## config.mk

```make
export PLATFORM = sky130hd
export DESIGN_NAME = dma_xfer_counter
export DESIGN_NICKNAME = d
export VERILOG_FILES = /design/src/rtl/dxc_pkg.sv /design/src/rtl/dxc_regs.sv /design/src/rtl/dxc_counter.sv /design/src/rtl/dxc_status.sv /design/src/rtl/dma_xfer_counter.sv
export SDC_FILE = /design/constraint.sdc
export NUM_CORES = 1
export LEC_CHECK = 0
export BUFFER_PORTS_ARGS = -buffer_cell sky130_fd_sc_hd__buf_2
export CAP_MARGIN = 20
export CORE_MARGIN = 5
export CORE_UTILIZATION = 60
export DETAILED_ROUTE_END_ITERATION = 8
export GPL_TIMING_DRIVEN = 0
export MAX_ROUTING_LAYER = met4
export PLACE_DENSITY = 0.8
export SYNTH_ARGS = -nofsm -noshare
export SYNTH_HDL_FRONTEND = slang
export SYNTH_SLANG_ARGS = --single-unit
```

## constraint.sdc

```tcl
create_clock -name clk -period 7.29 [get_ports clk]
set_input_delay 0.3645 -clock clk [delete_from_list [all_inputs] [get_ports clk]]
set_output_delay 0.3645 -clock clk [all_outputs]
set_load 0.02 [all_outputs]
```

## src/rtl/dxc_pkg.sv

```systemverilog
package dxc_pkg;
  localparam int CNT_W = 16;
  typedef logic [CNT_W-1:0] cnt_t;

  localparam logic [7:0] CMD_CFG_RD = 8'h21;
  localparam logic [7:0] CMD_CFG_WR = 8'hA1;
  localparam logic [7:0] CMD_LEN_RD = 8'h22;
  localparam logic [7:0] CMD_LEN_WR = 8'hA2;
  localparam logic [7:0] CMD_CNT_RD = 8'h23;
  localparam logic [7:0] CMD_INT_RD = 8'h24;
  localparam logic [7:0] CMD_INT_WR = 8'hA4;
  localparam logic [7:0] CMD_BST_RD = 8'h2C;
  localparam logic [7:0] CMD_BST_WR = 8'hAC;

  localparam int INT_ALLEOT = 2;
  localparam int INT_OVF    = 3;
  localparam int CFG_EN_BIT = 4;

  typedef struct packed {
    logic cnt_sel;  // bit 2
    logic buf_atl;  // bit 1
    logic dir_wr;   // bit 0
  } cfg_t;

  function automatic cnt_t pick_limit(input logic buf_atl, input cnt_t itl_max, input cnt_t atl_max);
    return buf_atl ? atl_max : itl_max;
  endfunction

  function automatic cnt_t clamp_len(input cnt_t v, input cnt_t lim);
    return (v > lim) ? lim : v;
  endfunction

  function automatic cnt_t step_size(input cnt_t cnt, input cnt_t len, input logic use_cnt);
    if (use_cnt && (len - cnt == cnt_t'(1))) return cnt_t'(1);
    return cnt_t'(2);
  endfunction

  function automatic logic reaches(input cnt_t cnt, input cnt_t stp, input cnt_t len);
    logic [CNT_W:0] sum;
    sum = {1'b0, cnt} + {1'b0, stp};
    return sum >= {1'b0, len};
  endfunction
endpackage

```

## src/rtl/dxc_regs.sv

```systemverilog
module dxc_regs
  import dxc_pkg::*;
#(
  parameter cnt_t ITL_MAX = 16'h0800,
  parameter cnt_t ATL_MAX = 16'h1000
)(
  input  logic       clk,
  input  logic       rst_n,
  input  logic       acc_valid,
  input  logic [7:0] acc_code,
  input  cnt_t       acc_wdata,
  input  logic       active,
  input  cnt_t       count,
  input  logic [3:0] intr,
  input  logic [3:0] bstat,
  output cfg_t       cfg_q,
  output cnt_t       len_q,
  output cnt_t       acc_rdata,
  output logic       ovf_evt,
  output logic       start_evt,
  output logic [3:0] int_clr,
  output logic [3:0] bst_clr
);
  logic wr_len, wr_cfg;
  cnt_t lim, rd_mux;

  assign wr_len    = acc_valid && (acc_code == CMD_LEN_WR);
  assign wr_cfg    = acc_valid && (acc_code == CMD_CFG_WR);
  assign lim       = pick_limit(cfg_q.buf_atl, ITL_MAX, ATL_MAX);
  assign ovf_evt   = wr_len && (acc_wdata > lim);
  assign start_evt = wr_cfg && acc_wdata[CFG_EN_BIT] && !active;
  assign int_clr   = (acc_valid && acc_code == CMD_INT_WR) ? acc_wdata[3:0] : 4'b0;
  assign bst_clr   = (acc_valid && acc_code == CMD_BST_WR) ? acc_wdata[3:0] : 4'b0;

  always_comb begin
    rd_mux = '0;
    unique case (acc_code)
      CMD_CFG_RD: rd_mux = cnt_t'({active, 1'b0, cfg_q});
      CMD_LEN_RD: rd_mux = len_q;
      CMD_CNT_RD: rd_mux = count;
      CMD_INT_RD: rd_mux = cnt_t'(intr);
      CMD_BST_RD: rd_mux = cnt_t'(bstat);
      default:    rd_mux = '0;
    endcase
  end

  always_ff @(posedge clk) begin
    if (!rst_n) begin
      cfg_q     <= '0;
      len_q     <= '0;
      acc_rdata <= '0;
    end else begin
      if (wr_cfg) cfg_q <= cfg_t'(acc_wdata[2:0]);
      if (wr_len) len_q <= clamp_len(acc_wdata, lim);
      if (acc_valid) acc_rdata <= rd_mux;
    end
  end
endmodule

```

## src/rtl/dxc_counter.sv

```systemverilog
module dxc_counter
  import dxc_pkg::*;
(
  input  logic clk,
  input  logic rst_n,
  input  logic start_evt,
  input  logic dack,
  input  logic ext_eot,
  input  cnt_t len_q,
  input  cfg_t cfg_q,
  output logic active,
  output cnt_t count_q,
  output logic eot_evt,
  output logic eot_q
);
  cnt_t stp;
  logic strobe, int_end;

  assign stp     = step_size(count_q, len_q, cfg_q.cnt_sel);
  assign strobe  = active && dack;
  assign int_end = strobe && cfg_q.cnt_sel && reaches(count_q, stp, len_q);
  assign eot_evt = active && (ext_eot || int_end);

  always_ff @(posedge clk) begin
    if (!rst_n) begin
      active  <= 1'b0;
      count_q <= '0;
      eot_q   <= 1'b0;
    end else begin
      eot_q <= eot_evt;
      if (start_evt) begin
        count_q <= '0;
        active  <= (len_q != '0);
      end else begin
        if (strobe)  count_q <= count_q + stp;
        if (eot_evt) active  <= 1'b0;
      end
    end
  end
endmodule

```

## src/rtl/dxc_status.sv

```systemverilog
module dxc_status
  import dxc_pkg::*;
(
  input  logic       clk,
  input  logic       rst_n,
  input  logic       eot_evt,
  input  logic       ovf_evt,
  input  cfg_t       cfg_q,
  input  logic [3:0] int_clr,
  input  logic [3:0] bst_clr,
  output logic [3:0] intr_q,
  output logic [3:0] bstat_q
);
  logic [3:0] int_set, bst_set;
  logic [1:0] bsel;

  assign bsel = {!cfg_q.dir_wr, cfg_q.buf_atl};

  always_comb begin
    int_set = '0;
    int_set[INT_ALLEOT] = eot_evt;
    int_set[INT_OVF]    = ovf_evt;
    bst_set = '0;
    if (eot_evt) bst_set[bsel] = 1'b1;
  end

  always_ff @(posedge clk) begin
    if (!rst_n) begin
      intr_q  <= '0;
      bstat_q <= '0;
    end else begin
      intr_q  <= (intr_q & ~int_clr) | int_set;
      bstat_q <= (bstat_q & ~bst_clr) | bst_set;
    end
  end
endmodule

```

## src/rtl/dma_xfer_counter.sv

```systemverilog
module dma_xfer_counter
  import dxc_pkg::*;
#(
  parameter cnt_t ITL_MAX = 16'h0800,
  parameter cnt_t ATL_MAX = 16'h1000
)(
  input  logic        clk,
  input  logic        rst_n,
  input  logic        acc_valid,
  input  logic [7:0]  acc_code,
  input  logic [15:0] acc_wdata,
  output logic [15:0] acc_rdata,
  input  logic        dack,
  input  logic        ext_eot,
  output logic        dreq,
  output logic        eot
);
  cfg_t       cfg_q;
  cnt_t       len_q, count_q;
  logic       active, ovf_evt, start_evt, eot_evt, eot_q;
  logic [3:0] int_clr, bst_clr, intr_q, bstat_q;

  dxc_regs #(.ITL_MAX(ITL_MAX), .ATL_MAX(ATL_MAX)) u_regs (
    .clk(clk), .rst_n(rst_n), .acc_valid(acc_valid), .acc_code(acc_code),
    .acc_wdata(acc_wdata), .active(active), .count(count_q), .intr(intr_q),
    .bstat(bstat_q), .cfg_q(cfg_q), .len_q(len_q), .acc_rdata(acc_rdata),
    .ovf_evt(ovf_evt), .start_evt(start_evt), .int_clr(int_clr), .bst_clr(bst_clr)
  );

  dxc_counter u_cnt (
    .clk(clk), .rst_n(rst_n), .start_evt(start_evt), .dack(dack),
    .ext_eot(ext_eot), .len_q(len_q), .cfg_q(cfg_q), .active(active),
    .count_q(count_q), .eot_evt(eot_evt), .eot_q(eot_q)
  );

  dxc_status u_stat (
    .clk(clk), .rst_n(rst_n), .eot_evt(eot_evt), .ovf_evt(ovf_evt),
    .cfg_q(cfg_q), .int_clr(int_clr), .bst_clr(bst_clr),
    .intr_q(intr_q), .bstat_q(bstat_q)
  );

  assign dreq = active;
  assign eot  = eot_q;
endmodule

```

==> impl_metrics.tcl <==
set metrics [dict create \
    fp-row-count 31 \
    htree_levels 3 \
    leakage_nw 1.92 \
    cp.required_ns 7.58 \
    fp.dieW_um 95.1 \
    relSlewSlack_pct 56.4 \
    cp_cell_sequence "inv_1 > ha_1 > fa_1 > xnor2_1 > nor4_1 > nand4_1 > a221oi_1 > nand4b_1 > a2111oi_4 > and3_1 > ha_1 > inv_1 > fa_1 > and3b_1 > nand3_2 > or3_1 > xnor2_1 > ha_1 > nand4_1 > o41ai_1 > nor3b_1 > a211oi_2 > a31o_2" \
    track_usage_pct 28.4 \
    first_pass_iters 7 \
    p_total_mw 0.701 \
    dieArea_um2 9040 \
    status "complete, no violations" \
    grt_pass1_wl_um 19300 \
    cts_buffer_depth 2 \
    dieHeight_um 95.1 \
    finalSetupViolCount 0 \
    globalplace.congestion 0.936 \
    max-vdd-ir-drop_mv 0.130 \
    crit_arrival_ns 7.00 \
    r2r_cells 23 \
    reg2reg_to "u_stat.bstat_q[1]" \
    synthCells 538 \
    grt_pass1_vias 4067 \
    ys_ff_latch 61 \
    postRouteAntennaNets 0 \
    max_freq_mhz 149 \
    pin_count 47 \
    viasPerCell 6.02 \
    cts.clk_slew.worst_paths_ns 0.07 \
    cts_buffers 9 \
    start_util_pct 60.8 \
    synth_area_per_cell_um2 8.07 \
    yosys.area.top_type "dfxtp_1" \
    tns_ns 0 \
    antenna_found_initial 0 \
    hold_path.class "primary input to register" \
    drive_gt1_share_pct 12.9 \
    cpMostUsedCell "ha_1" \
    cp_slowest_cell "a211oi_2" \
    hpwl_um 9270 \
    route.detailed.drc 0 \
    core-area_um2 7140 \
    grt_max_degree 11 \
    wl_per_cell_um 17.2 \
    period_minus_slack_ns 6.71 \
    syn-num-nets 604 \
    synth_seq_area_share_pct 28.1 \
    synth_edf_count 0 \
    worst_pin_slew_ns 0.648 \
    cp-start-kind "register" \
    critPathCaptureType "register" \
    hold_violations 0 \
    port_buffers 44 \
    rrSetupSlack_ns 0.58 \
    clock_skew_ns 0.00763 \
    worstSetupStartpoint "u_regs.len_q[0]" \
    worstSetupPathType "register to register" \
    tritoncts "done" \
    ys_warn_count 0 \
    rsz0062_at_grt "no" \
    diodes 0 \
    cp_max_fo 7 \
    cpPeakStageDelay_ns 0.50 \
    synthFlopType "dfxtp_1" \
    drv_cap 0 \
    seqCellArea_um2 1220 \
    cp-endpoint "u_stat.bstat_q[1]" \
    finalMaxSlewViolations 0 \
    num_vias 4190 \
    cts_root_buffer "clkbuf_8" \
    period_share_pct 92.0 \
    clock-sinks 61 \
    r2r_start "u_regs.len_q[0]" \
    grt-ovfl-total 0 \
    insertion_delay_ns 0.34 \
    synthDistinctLibCells 61 \
    ctsHoldBuffers 0 \
    n_fill_cell 630 \
    cts_resized 0 \
    wl_um 12000 \
    synthTopCellsByArea "dfxtp_1 (28%), ha_1 (10%), xnor2_1 (5.7%)" \
    multi_input_area_um2 2830 \
    async_flop_share_pct 0 \
    netlist_area_um2 4340 \
    layout.nets 659 \
    dr.first_iter.drc_count 347 \
    yosysTopAreaCellShare_pct 28.1 \
    postCtsSetupRepairBufs 0 \
    p_per_area_nw_per_um2 143 \
    area_growth_pct 12.9 \
]
[sequential cells by signal, summed over array words and instances (netlist names)]
signal / count
u_cnt.active: 1
u_cnt.count_q: 16
u_cnt.eot_q: 1
u_regs.acc_rdata: 16
u_regs.cfg_q: 3
u_regs.len_q: 16
u_stat.bstat_q: 4
u_stat.intr_q: 4
[critical path: cells and delay by family, from the launching register on]
family | cells | cell delay [ns]
AND/OR/NAND/NOR | 9 | 2.37
AO/OA/AOI/OAI | 5 | 1.77
adder cells (fa/ha/maj) | 5 | 1.57
flip-flops | 1 | 0.46
XOR/XNOR | 2 | 0.34
buffers and inverters | 2 | 0.14
[layer usage]
layer | part of all wire (%) | track usage (%) | vias up
met4 | 3.0 | 10.9 | 0
met2 | 48 | 45.4 | 177
met1 | 41 | 35.1 | 1962
li1 | - | - | 2013
met5 | 0 | - | -
met3 | 8.1 | 6.24 | 38
[report_power, final]
part | switching (mW) | internal [mW]
Sequential | 0.000691 | 0.334
Clock | 0.133 | 0.199
Combinational | 0.0210 | 0.0126
[cells in the final DEF, fill, tap and decap left out, types with 6 or more instances in the layout]
cell type   n
nor3_1      8
a21oi_1    24
a221oi_1    6
nor2_1     52
dfxtp_1    61
inv_1      57
buf_2      47
ha_1       35
nor3b_1    10
xnor2_1    28
a22oi_1    11
and2_1     15
nand3_1    11
o21ai_0    13
nor2b_1     9
mux2i_1    21
a21o_1     11
nand4_1     9
nand2_1    39
clkbuf_1   16
o22ai_1    14
nor4_1     10
clkbuf_8   10
[kinds of logic after synthesis]
| family | share of synthesized area (%) |
|---|---|
| XOR/XNOR | 6.66 |
| adder cells (fa/ha/maj) | 11.0 |
| AO/OA/AOI/OAI | 19.2 |
| flip-flops | 28.1 |
| AND/OR/NAND/NOR | 23.6 |
| buffers and inverters | 6.57 |
| multiplexers | 4.84 |
[area by class of cell]
type | count | share of cell area (%)
sequential | 61 | 24.9
clock inverter | 4 | 1.48
timing repair buffer | 44 | 4.50
tap | 99 | 2.53
multi-input combinational | 402 | 57.9
buffer | 18 | 1.46
inverter | 57 | 4.37
clock buffer | 11 | 2.89
[worst min path at each step]
| stage | start | endpoint | cells past startpoint |
|---|---|---|---|
| after global routing | acc_wdata[1] | u_stat.intr_q[1] | 2 |
| after global placement | u_stat.intr_q[0] | u_stat.intr_q[0] | 2 |
| after floorplan | u_stat.intr_q[0] | u_stat.intr_q[0] | 2 |
| after CTS | acc_wdata[0] | u_stat.intr_q[0] | 2 |
| after detailed placement | u_stat.intr_q[0] | u_stat.intr_q[0] | 2 |
| final | acc_wdata[0] | u_stat.intr_q[0] | 2 |
[stage by stage]
stage	cell area (µm²)	setup WS, ns	utilization (%)	instances	hold WS (ns)
2_1_floorplan	4340	1.77	-	538	0.411
3_3_place_gp	4680	0.825	65.6	681	0.425
3_5_place_dp	4680	0.804	65.6	681	0.430
4_1_cts	4900	0.710	68.6	696	0.265
5_1_grt	4900	0.229	68.6	696	0.269
6_report	4900	0.580	68.6	696	0.265
[cells in the mapped netlist, types with 5 or more instances]
cell,number
a21o_1,11
a21oi_1,24
a221oi_1,6
a22oi_1,11
and2_1,15
clkbuf_1,15
dfxtp_1,61
ha_1,35
inv_1,57
mux2i_1,21
nand2_1,39
nand3_1,11
nand3b_1,5
nand4_1,9
nor2_1,52
nor2b_1,9
nor3_1,8
nor3b_1,10
nor4_1,10
o21ai_0,13
o22ai_1,14
xnor2_1,28
xor2_1,5
Note: power is estimated with default switching activity, not from simulation.
